## src/rtl/norm_shift.sv

```systemverilog
module norm_shift #(
  parameter int WIDTH    = 32,
  parameter bit PIPELINE = 1'b1
) (
  input  logic                       clk,
  input  logic                       rst_n,
  input  logic                       in_valid,
  input  logic [WIDTH-1:0]           in_data,
  output logic                       out_valid,
  output logic [WIDTH-1:0]           out_data,
  output logic [$clog2(WIDTH)-1:0]   out_count,
  output logic                       out_zero
);
  localparam int LEVELS = $clog2(WIDTH);

  for (genvar i = 0; i < LEVELS; i++) begin : g_lvl
    localparam int SH = 1 << (LEVELS - 1 - i);

    logic [WIDTH-1:0]  d_i, d_n, d_o;
    logic [LEVELS-1:0] c_i, c_n, c_o;
    logic              v_i, v_o, z_i, z_o;
    logic              take;

    if (i == 0) begin : g_src
      assign d_i = in_data;
      assign c_i = '0;
      assign v_i = in_valid;
      assign z_i = ~|in_data;
    end else begin : g_chain
      assign d_i = g_lvl[i-1].d_o;
      assign c_i = g_lvl[i-1].c_o;
      assign v_i = g_lvl[i-1].v_o;
      assign z_i = g_lvl[i-1].z_o;
    end

    assign take = ~|d_i[WIDTH-1 -: SH];
    assign d_n  = take ? (d_i << SH) : d_i;

    always_comb begin
      c_n = c_i;
      c_n[LEVELS-1-i] = take;
    end

    if (PIPELINE) begin : g_reg
      always_ff @(posedge clk or negedge rst_n) begin
        if (!rst_n) begin
          d_o <= '0;
          c_o <= '0;
          v_o <= 1'b0;
          z_o <= 1'b0;
        end else begin
          d_o <= d_n;
          c_o <= c_n;
          v_o <= v_i;
          z_o <= z_i;
        end
      end
    end else begin : g_wire
      assign d_o = d_n;
      assign c_o = c_n;
      assign v_o = v_i;
      assign z_o = z_i;
    end
  end

  assign out_data  = g_lvl[LEVELS-1].d_o;
  assign out_count = g_lvl[LEVELS-1].c_o;
  assign out_valid = g_lvl[LEVELS-1].v_o;
  assign out_zero  = g_lvl[LEVELS-1].z_o;
endmodule

```

## config.mk

```make
export PLATFORM = sky130hd
export DESIGN_NAME = norm_shift
export DESIGN_NICKNAME = d
export VERILOG_FILES = /design/src/rtl/norm_shift.sv
export SDC_FILE = /design/constraint.sdc
export NUM_CORES = 1
export LEC_CHECK = 0
export ABC_AREA = 1
export BUFFER_PORTS_ARGS = -buffer_cell sky130_fd_sc_hd__buf_2
export CAP_MARGIN = 20
export CORE_MARGIN = 1
export CORE_UTILIZATION = 55
export DETAILED_ROUTE_END_ITERATION = 10
export PLACE_DENSITY_LB_ADDON = 0.08
export SYNTH_ARGS = -nofsm -noshare
export SYNTH_HDL_FRONTEND = slang
export SYNTH_SLANG_ARGS = --single-unit
```

## constraint.sdc

```tcl
create_clock -name clk -period 1.28 [get_ports clk]
set_input_delay 0.192 -clock clk [delete_from_list [all_inputs] [get_ports clk]]
set_output_delay 0.192 -clock clk [all_outputs]
set_load 0.05 [all_outputs]
```

Yosys cells after proc, flatten, opt, wreduce, memory -nomap -nowiden
Index checks and enable logic that the tools add are counted.

word-level totals
  register bits = 185
  bits of input ports = 35
  output and inout port bits = 39
  word-level logic and storage cells = 36

cells by class
  mux-type cells = 5
  reduce and logical (&&, ||, !) cells = 11

operators by type and width
  kind              count
  $mux 32           5
  $reduce_or 32->1  1
  $reduce_or 16->1  1
  $reduce_or 8->1   1
  $logic_not 1->1   6
  $reduce_or 4->1   1
  $reduce_or 2->1   1

Logic depth before layout (Yosys ltp)
  depth after elaboration = 2
  depth in mapped cells = 7
  mapped depth without buffers = 5

Least setup slack after synthesis
OpenSTA, ideal clock, no wires.

  path kind = reg-to-reg
  start = register g_lvl[2].d_o[30]
  end = register g_lvl[3].d_o[23]
  setup time = 128 ps
  arrival time = 1046 ps
  required time = 1152 ps
  setup slack = 107 ps
  cell stages (with the launch flop) = 4
  buffers on the path = 1
  period minus slack after synthesis = 1173 ps
  cells stage by stage = dfrtp_1 > nor2_1 > buf_2 > mux2_1

between the ends
  cells in the longest elaborated chain, start to end = 2

ends and longest elaborated chain
  element                 line  RTL
  start, declared         19    logic [WIDTH-1:0] d_i, d_n, d_o;
  start signal, assigned  52    d_o <= d_n;
  $reduce_or 2->1         36    assign take = ~|d_i[WIDTH-1 -: SH];
  $mux 32                 37    assign d_n = take ? (d_i << SH) : d_i;
  net g_lvl[3].d_n[23]    19
  end signal, assigned    52
  end, declared           19

The timed path passes the listed nets, and every way through them passes these cells.

Final worst setup path
  start = input in_data[31]
  end = register g_lvl[0].d_o[21]

between the ends
  cells in the longest elaborated chain, start to end = 2

ends and longest elaborated chain
  element               line  RTL
  start, declared       8     input logic [WIDTH-1:0] in_data,
  $reduce_or 16->1      36
  $mux 32               37
  net g_lvl[0].d_n[21]  19
  end signal, assigned  52
  end, declared         19

The timed path passes the listed nets, and every way through them passes these cells.

==> flow_summary_export.csv <==
group,metric,value,unit
routing,drt_iter0_drc,184,
placement,dp_hpwl,7000,um
power_and_ir_drop,powerDensity,1560,nW/um^2
finish,layout_commonest_cell,"nand2_1",
timing,worstMarginPinSlew,307,ps
critical_path,cp.required,1630,ps
floorplanning,num_io_pins,74,
floorplanning,die_h,112,um
timing,hold_viol,0,
placement,port_buffers,73,
critical_path,worst_setup_path_start_kind,"input pin",
finish,fin_nets,799,
grt,grt_pass1_vias,4090,
logic_synthesis,syn_inst,665,
power_and_ir_drop,ir_worst_vdd,941,uV
clock_tree,cts_tree,"built",
grt,antenna_found_initial,0,
flow_run,max_cap_viol_count,0,
clock_tree,cts_made_buffers,17,
floorplanning,row_count,39,
routing,drt_pre_antenna_iters,7,
floorplanning,dieWidth,112,um
critical_path,arrival,1580,ps
logic_synthesis,syn-cell-area,6680,sq um
timing,fin_crit_sh,0.958,
min_path,whs_path_depth,3,
grt,grt_pass1_wl,17500,um
finish,final_cell_mix,"nand2_1, dfrtp_1, buf_2, inv_1, nor2_1",
logic_synthesis,ys_warn_count,0,
timing,rsz0062_at_grt,"true",
clock_tree,cts_root_buf,"clkbuf_16",
timing,tns,0,ps
routing,drtAntennaViolNets,0,
timing,slew_viol_final,0,
power_and_ir_drop,power_leakage,0.00423,uW
power_and_ir_drop,finalPower,12700,uW
min_path,hp-class,"in2reg",
timing,setup_ws,54.0,ps
finish,n_antenna_cell,0,
floorplanning,dieArea,12600,sq um
clock_tree,cts.clk_slew.worst_paths,60,ps
clock_tree,cts.sinks,185,
floorplanning,start_util,0.576,
critical_path,worstSetupPathType,"in2reg",
critical_path,cp-end-kind,"flip-flop",
finish,drive_gt1_frac,0.171,
routing,wire_per_inst,10.8,um
routing,via_per_inst,4.64,
timing,fin_skew,8.53,ps
finish,area_growth,21.7,%
routing,num_vias,4262,
logic_synthesis,syn_nets,700,
logic_synthesis,synthDistinctLibCells,23,
timing,max_freq,0.816,GHz
outcome,outcome,"finished, violations left",
min_path,hp-start,"in_data[17]",
routing,wirelength,9900,um
logic_synthesis,ys_seq_area_frac,0.693,
critical_path,critPathLaunch,"in_data[31]",
outcome,violations,"DRC",
grt,grtUsageTotal,0.178,
finish,instances_no_fill,919,
timing,relSlewSlack,0.795,
placement,dp_cells,870,
timing,setup_viol,0,
critical_path,crit-reg2reg-launch,"g_lvl[0].d_o[24]",
clock_tree,clk_path_buf_depth,2,
logic_synthesis,ys_seq_elements,185,
grt,gr-total-overflow,0,
critical_path,critPathMaxFanout,17,
logic_synthesis,syn_avg_cell_area,10.1,sq um
timing,finalCriticalPeriod,1230,ps
clock_tree,clk_latency,410,ps
grt,grt_max_degree,44,
routing,drc_errors,8,
placement,gp_congestion,0.880,
placement,place_ws,64.6,ps
floorplanning,core,11600,sq um
critical_path,worstRegToRegCells,5,
clock_tree,htree_levels,4,
-- critical path, cell delays in order --
cell           delay, ps
dlygate4sd3_1        540
buf_2                130
nor2_1                90
nand2_1               90
nor2_4               180
buf_12               160
nand3_1              120
nand2_1               80
-- routing by layer --
layer / wire, um / vias up / GRT usage / share of wire
met5: 0 / - / 0 / 0
met4: 217 / 0 / 0.0747 / 0.022
met3: 418 / 18 / 0.0599 / 0.042
met2: 5060 / 111 / 0.310 / 0.51
met1: 4200 / 1918 / 0.202 / 0.42
li1: - / 2215 / - / -
-- final cells by class --
class                      count  area [sq um]
sequential                   185          4630
fill                         889          3480
multi-input combinational    383          1650
timing repair buffer         109           850
clock buffer                  20           447
inverter                      68           255
tap                          143           179
clock inverter                11           123
-- cell usage after synthesis, drive strengths merged --
| master | n | area share |
|---|---|---|
| nand2 | 243 | 0.14 |
| dfrtp | 185 | 0.69 |
| inv | 68 | 0.038 |
| nor2 | 49 | 0.031 |
| o21ai | 37 | 0.028 |
| buf | 21 | 0.019 |
| nand3 | 21 | 0.019 |
| a21oi | 19 | 0.014 |
| a21boi | 10 | 0.011 |
| clkbuf | 8 | 0.0047 |
| o21bai | 2 | 0.0022 |
| mux2 | 1 | 0.0017 |
| nand4 | 1 | 0.00094 |
-- registers in the layout, summed over array words and instances (netlist names) --
signal / count
g_lvl.d_o: 128
out_data: 32
g_lvl.c_o: 10
out_count: 5
g_lvl.v_o: 4
g_lvl.z_o: 4
out_valid: 1
out_zero: 1
-- cell families (layout without fill, tap and decap cells) --
kind of cell	count (synthesis)	after routing	synth area share
AND/OR/NAND/NOR	314	314	0.188
multiplexers	1	1	0.00168
flip-flops	185	185	0.693
buffers and inverters	97	208	0.0620
AO/OA/AOI/OAI	68	68	0.0554
-- repair_timing --
action,4_1_cts,5_1_grt
endpoints found under the hold margin,200,0
gates resized for setup,0,11
hold buffers,16,0
setup endpoints to repair,0,21
buffers inserted,0,1
-- stage by stage --
stage / hold WS [ps] / instance area (sq um) / utilization
after floorplan: -104 / 6680 / -
after CTS: 2.87 / 8090 / 0.697
after global placement: 85.0 / 7360 / 0.634
after detailed placement: 91.7 / 7360 / 0.634
after global routing: 4.26 / 8130 / 0.700
final: 17.9 / 8130 / 0.700
-- final timing paths --
kind	slack, ps	to
worst min register to register	350	g_lvl[2].c_o[4]
min in group asynchronous	230	g_lvl[2].v_o
worst min-delay path	20	g_lvl[0].d_o[17]
max in group asynchronous	590	g_lvl[0].d_o[31]
worst max-delay path	50	g_lvl[0].d_o[21]
worst max register to register	60	g_lvl[1].d_o[8]
-- where the power goes --
group	switching (uW)	total (uW)	internal, uW	leakage, uW
sequential	160	6410	6250	0.00221
combinational	977	1380	404	0.00175
clock	1980	4890	2910	0.000268
(Power assumes the default switching activity.)
